==> src/rtl/flash_seq_pkg.sv <==
package flash_seq_pkg;
  typedef enum logic [1:0] {
    OP_PROG  = 2'd0,
    OP_CHIP  = 2'd1,
    OP_PAGE  = 2'd2,
    OP_IDENT = 2'd3
  } flash_op_e;

  typedef enum logic [3:0] {
    S_IDLE, S_PRE, S_CMD, S_POLL, S_FIN, S_ID0, S_ID1, S_EXIT, S_DONE
  } seq_state_e;

  localparam logic [7:0] BYTE_UNLOCK1 = 8'hAA;
  localparam logic [7:0] BYTE_UNLOCK2 = 8'h55;
  localparam logic [7:0] BYTE_PROG    = 8'hA0;
  localparam logic [7:0] BYTE_ESETUP  = 8'h80;
  localparam logic [7:0] BYTE_CHIP    = 8'h10;
  localparam logic [7:0] BYTE_PAGE    = 8'h50;
  localparam logic [7:0] BYTE_IDENT   = 8'h90;
  localparam logic [7:0] BYTE_LEAVE   = 8'hF0;
endpackage

==> src/rtl/flash_seq_table.sv <==
module flash_seq_table
  import flash_seq_pkg::*;
#(
  parameter int ADDR_W = 16,
  parameter int DATA_W = 8,
  parameter int IDX_W  = 3,
  parameter logic [ADDR_W-1:0] UNLOCK_A = 16'h5555,
  parameter logic [ADDR_W-1:0] UNLOCK_B = 16'h2AAA
) (
  input  flash_op_e         op,
  input  logic [IDX_W-1:0]  idx,
  input  logic [ADDR_W-1:0] tgt_addr,
  input  logic [DATA_W-1:0] tgt_data,
  output logic [ADDR_W-1:0] cyc_addr,
  output logic [DATA_W-1:0] cyc_data,
  output logic              cyc_last
);
  always_comb begin
    cyc_addr = UNLOCK_A;
    cyc_data = DATA_W'(BYTE_UNLOCK1);
    cyc_last = 1'b0;
    case (idx)
      IDX_W'(1), IDX_W'(4): begin
        cyc_addr = UNLOCK_B;
        cyc_data = DATA_W'(BYTE_UNLOCK2);
      end
      IDX_W'(2): begin
        case (op)
          OP_PROG:  cyc_data = DATA_W'(BYTE_PROG);
          OP_IDENT: cyc_data = DATA_W'(BYTE_IDENT);
          default:  cyc_data = DATA_W'(BYTE_ESETUP);
        endcase
        cyc_last = (op == OP_IDENT);
      end
      IDX_W'(3): begin
        if (op == OP_PROG) begin
          cyc_addr = tgt_addr;
          cyc_data = tgt_data;
          cyc_last = 1'b1;
        end
      end
      IDX_W'(5): begin
        cyc_last = 1'b1;
        if (op == OP_PAGE) begin
          cyc_addr = tgt_addr;
          cyc_data = DATA_W'(BYTE_PAGE);
        end else begin
          cyc_data = DATA_W'(BYTE_CHIP);
        end
      end
      default: ;
    endcase
  end
endmodule

==> src/rtl/flash_poll_unit.sv <==
module flash_poll_unit #(
  parameter int LIMIT_W = 16
) (
  input  logic               clk,
  input  logic               rst_n,
  input  logic               clr,
  input  logic               rd_ack,
  input  logic               bit7,
  input  logic               bit6,
  input  logic               exp7,
  input  logic               use_toggle,
  input  logic [LIMIT_W-1:0] limit,
  output logic               fin,
  output logic               tmo
);
  logic [LIMIT_W-1:0] cnt;
  logic               prev6;
  logic               have_prev;
  logic [LIMIT_W:0]   cnt_next;

  assign cnt_next = {1'b0, cnt} + (LIMIT_W+1)'(1);

  always_comb begin
    if (use_toggle) fin = rd_ack && have_prev && (bit6 == prev6);
    else            fin = rd_ack && (bit7 == exp7);
    tmo = rd_ack && !fin && (cnt_next >= {1'b0, limit});
  end

  always_ff @(posedge clk or negedge rst_n) begin
    if (!rst_n) begin
      cnt       <= '0;
      prev6     <= 1'b0;
      have_prev <= 1'b0;
    end else if (clr) begin
      cnt       <= '0;
      have_prev <= 1'b0;
    end else if (rd_ack) begin
      cnt       <= cnt_next[LIMIT_W-1:0];
      prev6     <= bit6;
      have_prev <= 1'b1;
    end
  end
endmodule

==> src/rtl/flash_prog_seq.sv <==
module flash_prog_seq
  import flash_seq_pkg::*;
#(
  parameter int ADDR_W  = 16,
  parameter int DATA_W  = 8,
  parameter int LIMIT_W = 16,
  parameter logic [ADDR_W-1:0] UNLOCK_A = 16'h5555,
  parameter logic [ADDR_W-1:0] UNLOCK_B = 16'h2AAA
) (
  input  logic                clk,
  input  logic                rst_n,
  input  logic                req_valid,
  output logic                req_ready,
  input  logic [1:0]          req_op,
  input  logic [ADDR_W-1:0]   req_addr,
  input  logic [DATA_W-1:0]   req_data,
  input  logic                req_toggle,
  input  logic [LIMIT_W-1:0]  poll_limit,
  output logic                done,
  output logic                err,
  output logic [2*DATA_W-1:0] result,
  output logic [ADDR_W-1:0]   bus_addr,
  output logic [DATA_W-1:0]   bus_wdata,
  output logic                bus_we,
  output logic                bus_re,
  input  logic                bus_wait,
  input  logic [DATA_W-1:0]   bus_rdata
);
  localparam int IDX_W = 3;
  localparam int RES_W = 2 * DATA_W;

  seq_state_e          state;
  flash_op_e           q_op;
  logic [ADDR_W-1:0]   q_addr;
  logic [DATA_W-1:0]   q_data;
  logic                q_tog;
  logic [LIMIT_W-1:0]  q_limit;
  logic [IDX_W-1:0]    idx;
  logic [RES_W-1:0]    res;
  logic                errf;

  logic [ADDR_W-1:0]   tbl_addr;
  logic [DATA_W-1:0]   tbl_data;
  logic                tbl_last;
  logic                ack;
  logic                rd_ack;
  logic                poll_clr;
  logic                poll_fin;
  logic                poll_tmo;
  logic                exp7;

  flash_seq_table #(
    .ADDR_W(ADDR_W), .DATA_W(DATA_W), .IDX_W(IDX_W),
    .UNLOCK_A(UNLOCK_A), .UNLOCK_B(UNLOCK_B)
  ) u_table (
    .op(q_op), .idx(idx), .tgt_addr(q_addr), .tgt_data(q_data),
    .cyc_addr(tbl_addr), .cyc_data(tbl_data), .cyc_last(tbl_last)
  );

  assign exp7     = (q_op == OP_PROG) ? q_data[DATA_W-1] : 1'b1;
  assign rd_ack   = (state == S_POLL) && ack;
  assign poll_clr = (state == S_CMD) && ack && tbl_last;

  flash_poll_unit #(.LIMIT_W(LIMIT_W)) u_poll (
    .clk(clk), .rst_n(rst_n), .clr(poll_clr), .rd_ack(rd_ack),
    .bit7(bus_rdata[DATA_W-1]), .bit6(bus_rdata[DATA_W-2]),
    .exp7(exp7), .use_toggle(q_tog), .limit(q_limit),
    .fin(poll_fin), .tmo(poll_tmo)
  );

  always_comb begin
    bus_we    = (state == S_CMD) || (state == S_EXIT);
    bus_re    = (state == S_PRE) || (state == S_POLL) || (state == S_FIN) ||
                (state == S_ID0) || (state == S_ID1);
    bus_addr  = q_addr;
    bus_wdata = '0;
    case (state)
      S_CMD:  begin bus_addr = tbl_addr; bus_wdata = tbl_data; end
      S_EXIT: begin bus_addr = UNLOCK_A; bus_wdata = DATA_W'(BYTE_LEAVE); end
      S_ID0:  bus_addr = ADDR_W'(0);
      S_ID1:  bus_addr = ADDR_W'(1);
      default: ;
    endcase
    ack = (bus_we || bus_re) && !bus_wait;
  end

  assign req_ready = (state == S_IDLE);
  assign done      = (state == S_DONE);
  assign err       = done && errf;
  assign result    = res;

  always_ff @(posedge clk or negedge rst_n) begin
    if (!rst_n) begin
      state   <= S_IDLE;
      q_op    <= OP_PROG;
      q_addr  <= '0;
      q_data  <= '0;
      q_tog   <= 1'b0;
      q_limit <= '0;
      idx     <= '0;
      res     <= '0;
      errf    <= 1'b0;
    end else begin
      case (state)
        S_IDLE: if (req_valid) begin
          q_op    <= flash_op_e'(req_op);
          q_addr  <= req_addr;
          q_data  <= req_data;
          q_tog   <= req_toggle;
          q_limit <= poll_limit;
          idx     <= '0;
          errf    <= 1'b0;
          state   <= (flash_op_e'(req_op) == OP_PROG) ? S_PRE : S_CMD;
        end
        S_PRE: if (ack) begin
          if (|(q_data & ~bus_rdata)) begin
            errf  <= 1'b1;
            res   <= RES_W'(bus_rdata);
            state <= S_DONE;
          end else begin
            state <= S_CMD;
          end
        end
        S_CMD: if (ack) begin
          if (tbl_last) state <= (q_op == OP_IDENT) ? S_ID0 : S_POLL;
          else          idx   <= idx + IDX_W'(1);
        end
        S_POLL: begin
          if (poll_fin) state <= S_FIN;
          else if (poll_tmo) begin
            errf  <= 1'b1;
            state <= S_DONE;
          end
        end
        S_FIN: if (ack) begin
          res <= RES_W'(bus_rdata);
          if (q_op == OP_PROG && bus_rdata != q_data) errf <= 1'b1;
          state <= S_DONE;
        end
        S_ID0: if (ack) begin
          res[DATA_W-1:0] <= bus_rdata;
          state <= S_ID1;
        end
        S_ID1: if (ack) begin
          res[RES_W-1:DATA_W] <= bus_rdata;
          state <= S_EXIT;
        end
        S_EXIT: if (ack) state <= S_DONE;
        default: state <= S_IDLE;
      endcase
    end
  end
endmodule

==> config.mk <==
export PLATFORM = sky130hd
export DESIGN_NAME = flash_prog_seq
export DESIGN_NICKNAME = d
export VERILOG_FILES = /design/src/rtl/flash_seq_pkg.sv /design/src/rtl/flash_seq_table.sv /design/src/rtl/flash_poll_unit.sv /design/src/rtl/flash_prog_seq.sv
export SDC_FILE = /design/constraint.sdc
export NUM_CORES = 1
export LEC_CHECK = 0
export BUFFER_PORTS_ARGS = -buffer_cell sky130_fd_sc_hd__buf_4
export CORE_MARGIN = 1.5
export CORE_UTILIZATION = 30
export CTS_BUF_LIST = sky130_fd_sc_hd__clkbuf_8
export CTS_CLUSTER_DIAMETER = 80
export DETAILED_ROUTE_END_ITERATION = 12
export PLACE_DENSITY = 0.49
export SYNTH_ARGS = -nofsm -noshare
export SYNTH_HDL_FRONTEND = slang
export SYNTH_SLANG_ARGS = --single-unit
==> constraint.sdc <==
create_clock -name clk -period 3.52 [get_ports clk]
set_input_delay 0.352 -clock clk [delete_from_list [all_inputs] [get_ports clk]]
set_output_delay 0.352 -clock clk [all_outputs]
set_load 0.01 [all_outputs]
# Word level (Yosys, flattened, before mapping)
# Index checks and enable logic that the tools add are counted.
# Widths: inputs -> output; s select.
[totals]
ff_bits = 85
output_inout_bits = 45
[op_classes]
n_addsub = 2
order_cmp = 1
eq_ne = 32
muxes = 48
bitwise = 3
reduce_logical = 37
[op_table]
columns = ["operator", "n"]
rows = [
  ["$mux 16", 7],
  ["$pmux 16 s4", 1],
  ["$pmux 16 s3", 1],
  ["$pmux 8 s3", 2],
  ["$mux 4", 10],
  ["$pmux 8 s4", 1],
  ["$pmux 4 s7", 1],
  ["$ne 2x2->1 const B", 10],
  ["$add 16x1->17 const B", 1],
  ["$ge 17x16->1", 1],
  ["$eq 4x3->1 const B", 4],
  ["$mux 8", 2],
  ["$pmux 8 s2", 1],
  ["$reduce_and 8->1", 2],
  ["$mux 1", 12],
  ["$mux 3", 4],
  ["$pmux 6 s2", 1],
  ["$logic_and 1x1->1", 11],
  ["$reduce_and 5->1", 2],
  ["$and 8x8->8", 1],
  ["$eq 4x2->1 const B", 2],
  ["$ne 8x8->1", 1],
  ["$not 8->8", 1],
  ["$reduce_or 8->1", 1],
  ["26 further kinds", 43],
]

# Logic depth before layout (Yosys ltp)
[depth]
word_depth = 17
mapped_depth = 13

# Cells and area by module
# From an unflattened synthesis, not the netlist that was laid out.
[unflattened]
cells_unflattened = 590
area_unflattened_um2 = 5651.7
[modules_own_cells]
columns = ["module", "instances", "cells_per_inst", "area_per_inst_um2"]
rows = [
  ["flash_prog_seq", 1, 314, 3503.4],
  ["flash_poll_unit", 1, 180, 1497.7],
  ["flash_seq_table", 1, 96, 650.6],
]

# Worst setup path before layout
# No wires, ideal clock.
[synth_path]
kind = "reg-to-reg"
start = "register u_poll.cnt[2]"
end = "register state[0]"
setup_time_ns = 0.125
arrival_ns = 2.885
t_required_ns = 3.395
setup_slack_ns = 0.510
path_stages_with_launch = 14
path_cell_list = "dfrtp_1 -> and3_1 -> and3_2 -> and4_1 -> buf_4 -> and4_1 -> xor2_1 -> ha_1 -> nand3_1 -> nor3_1 -> a31oi_1 -> o211ai_2 -> o31ai_4 -> mux2_4"
[synth_between]
elab_chain_cells = 5
[synth_rtl]
columns = ["item", "line_no", "rtl"]
rows = [
  ["from (decl)", "flash_poll_unit.sv:16", "logic [LIMIT_W-1:0] cnt;"],
  ["from (signal assigned)", "flash_poll_unit.sv:38", "cnt <= cnt_next[LIMIT_W-1:0];"],
  ["$add 16x1->17", "flash_poll_unit.sv:21", "assign cnt_next = {1'b0, cnt} + (LIMIT_W+1)'(1);"],
  ["$ge 17x16->1", "flash_poll_unit.sv:26", "tmo = rd_ack && !fin && (cnt_next >= {1'b0, limit});"],
  ["$logic_and 1x1->1", "flash_poll_unit.sv:26", ""],
  ["$ne 3x3->1 (no line)", "-", ""],
  ["$reduce_and 8->1 (no line)", "-", ""],
  ["to (signal assigned)", "flash_prog_seq.sv:113", "state <= (flash_op_e'(req_op) == OP_PROG) ? S_PRE : S_CMD;"],
  ["to (signal assigned)", "flash_prog_seq.sv:125", "if (tbl_last) state <= (q_op == OP_IDENT) ? S_ID0 : S_POLL;"],
  ["to (decl)", "flash_prog_seq.sv:32", "seq_state_e state;"],
]
# No other way between the ends.
# A chain may end at the register's enable or synchronous reset.

# Final worst setup path
# Same ends and word-level chain as after synthesis.

==> out/qor.yml <==
timing:
  max-slew-margin-rel_pct: 32.91
  setup_violations: 0
  setup_tns_ns: 0
  slew_viol_final: 0
  worst_slew_pin_slew_ns: 1.006
  fin_skew_ns: 0.01219
  fmax_ghz: 0.3022
  finalHoldViolCount: 0
  grt_setup_unrepaired: "false"
  finalCritPeriodShare_pct: 93.99
  period_minus_slack_ns: 3.309
  timing.hold.ws_ns: 0.1365
  fin_ws_ns: 0.2114
placement:
  io_buffers: 99
  place_inst: 823
  placed_cell_area_um2: 5948
  gp_congestion: 0.8428
  dp_hpwl_um: 9787
  pre_cts_slack_ns: 0.2383
logic_synthesis:
  netlist_instances: 525
  yosysWarnings: 0
  ys.flop_type: "dfrtp_1"
  synth_mux_area_share_pct: 11.22
  synthArstFlopShare_pct: 100.0
  synth-seq-area-share_pct: 42.48
  synth-edff-count: 0
  ys_ff_latch: 85
  synth_fa_ha_area_share_pct: 7.496
  syn-cell-area_um2: 5007
  yosysTopAreaCell: "dfrtp_1"
  synth.avg_cell_area_um2: 9.538
  synthSimpleGateAreaFrac_pct: 14.27
  yosysUniqueCellTypes: 56
  synth-compound-area-share_pct: 16.32
  synthXorXnorAreaFrac_pct: 2.799
  synth_area_leaders: "dfrtp_1 (42%), mux2_2 (10%), ha_1 (7.5%)"
  synth_nets: 610
  synth_top_family_by_area: "compound AO/OA/AOI/OAI gates"
  yosysTopAreaCellShare_pct: 42.48
grt:
  grt_pass1_wl_um: 21560
  antenna_found_initial: 0
  grt_pass1_vias: 4084
  grt_max_degree: 79
  grtUsageTotal_pct: 15.64
  grt_overflow: 0
critical_path:
  path_cells: "and3_1 -> and3_2 -> and4_2 -> and4_1 -> xor2_1 -> ha_1 -> nand3_1 -> nor3_1 -> a31oi_1 -> o211ai_2 -> o31ai_4 -> mux2_4"
  r2r_setup_slack_ns: 0.21
  cpLargestDelayFamily: "simple AND/OR/NAND/NOR gates"
  r2r_start: "u_poll.cnt[2]"
  worst_setup_path_end_kind: "register"
  worstPathRequired_ns: 3.78
  crit_type: "register to register"
  reg2regPathDepth: 12
  cp_max_fo: 6
  critPathMaxStageDelay_ns: 0.45
  arrival_ns: 3.57
  crit_buf_inv: 0
  slowest_stage: "dfrtp_1"
  cp-start-kind: "register"
  r2r_end: "state[0]"
final_layout:
  antennaDiodeCount: 0
  finish.utilization_pct: 37.83
  final_cell_mix: "buf_4 (105), dfrtp_1 (85), o21ai_0 (59)"
  final_common_cell: "buf_4"
  fin_cells: 839
  fin_area_um2: 6230
  nets: 699
  syn2layout_area_growth_pct: 24.41
  drive_above_1_share_pct: 28.43
route:
  wire_per_inst_um: 15.70
  route.detailed.drc: 0
  antenna_left: 0
  vias: 4145
  wl_um: 13180
  avgViaCountPerCell: 4.940
  drtPass1Iterations: 4
  dr.first_iter.drc_count: 227
power_and_ir_drop:
  vdd_drop_max_uv: 259.0
  report.power.total_mw: 5.180
  pwr_density_cell_nw_per_um2: 831.5
  power.leakage_nw: 3.013
min_path:
  min_path_type: "input pin to async pin"
cts:
  cts_buffer_depth: 2
  cts_tree: "built"
  clk_latency_ns: 0.37
  root_buffer: "clkbuf_8"
  h-tree-depth: 3
  cts.sinks: 85
  post_cts_buffers: 0
  cts_buffers: 9
  clk_pin_slew_ns: 0.09
floorplan:
  fp-row-count: 47
  die_area_um2: 17480
  die_x_um: 132.2
  start_util_pct: 30.41
  ios: 100
  core_area_um2: 16470
  fp.dieH_um: 132.2
flow_run:
  drv_cap: 0
status:
  status: "finished, final reports clean"
-- area by class of cell --
type                            instances  area (µm²)
Inverter                               39       146.4
Tap cell                              220       275.3
Timing Repair Buffer                  105       788.3
Multi-Input combinational cell        374        2613
Sequential cell                        85        2127
Clock buffer                           11       151.4
Fill cell                            1688       10240
Clock inverter                          5       128.9
-- repair_timing --
| action | in CTS | in global routing |
|---|---|---|
| resized for setup | 0 | 1 |
| hold buffers | 0 | 0 |
| endpoints found under the setup margin | 0 | 1 |
-- registers in the layout (all words and copies together) (netlist names) --
register	flops
u_poll.have_prev	1
idx	3
q_addr	16
q_limit	16
u_poll.prev6	1
state	4
errf	1
result	16
u_poll.cnt	16
q_data	8
q_tog	1
q_op	2
-- worst max-delay path by stage --
stage / startpoint / to / slack [ns] / cells past startpoint
6_report: u_poll.cnt[2] / state[0] / 0.21 / 12
4_1_cts: u_poll.cnt[2] / state[0] / 0.16 / 12
3_5_place_dp: u_poll.cnt[2] / state[0] / 0.24 / 12
2_1_floorplan: u_poll.cnt[2] / state[0] / 0.51 / 13
5_1_grt: u_poll.cnt[2] / state[0] / 0.03 / 12
3_3_place_gp: u_poll.cnt[2] / state[0] / 0.34 / 12
-- report_power, final --
part | internal (mW) | switching (mW) | total [mW]
Sequential | 1.36 | 0.359 | 1.72
Clock | 0.585 | 0.381 | 0.966
Combinational | 1.21 | 1.28 | 2.49
Total | 3.16 | 2.02 | 5.18
-- kinds of logic after synthesis --
group / Yosys count
xor+xnor: 16
fa+ha+maj: 30
mux: 50
buf+inv: 66
compound gates: 132
simple gates: 146
flops: 85
-- cells in the mapped netlist, types with 3 or more instances --
master    count
a21oi_1      26
nor2_1       29
dfrtp_1      85
nor2b_1       4
and2_1        5
a21o_1        9
mux2i_1       4
and4_1        5
a31oi_1       5
nand3_1      11
nor3_1        8
xor2_1        8
o21ai_0      59
nand4_1       5
buf_2        13
mux2_2       45
and3_1        4
ha_1         30
o31ai_1       7
a211oi_1      3
nand2_1      58
a22o_1        4
nand2b_1      5
clkbuf_1     11
inv_1        39
xnor2_1       8
-- per-layer routing --
layer	share of wire (%)	global-route usage (%)	up-vias
li1	-	-	2023
met1	47	20.69	2018
met2	48	25.45	87
met3	3.6	3.076	17
met4	1.9	5.617	0
met5	0	0	-
-- worst reg2reg max path: stages, from the launching register on --
cell and delay, ns:
dfrtp_1 0.45, and3_1 0.23, and3_2 0.25, and4_2 0.32
and4_1 0.28, xor2_1 0.17, ha_1 0.26, nand3_1 0.13
nor3_1 0.09, a31oi_1 0.22, o211ai_2 0.15, o31ai_4 0.32
mux2_4 0.33
(Power assumes the default switching activity.)
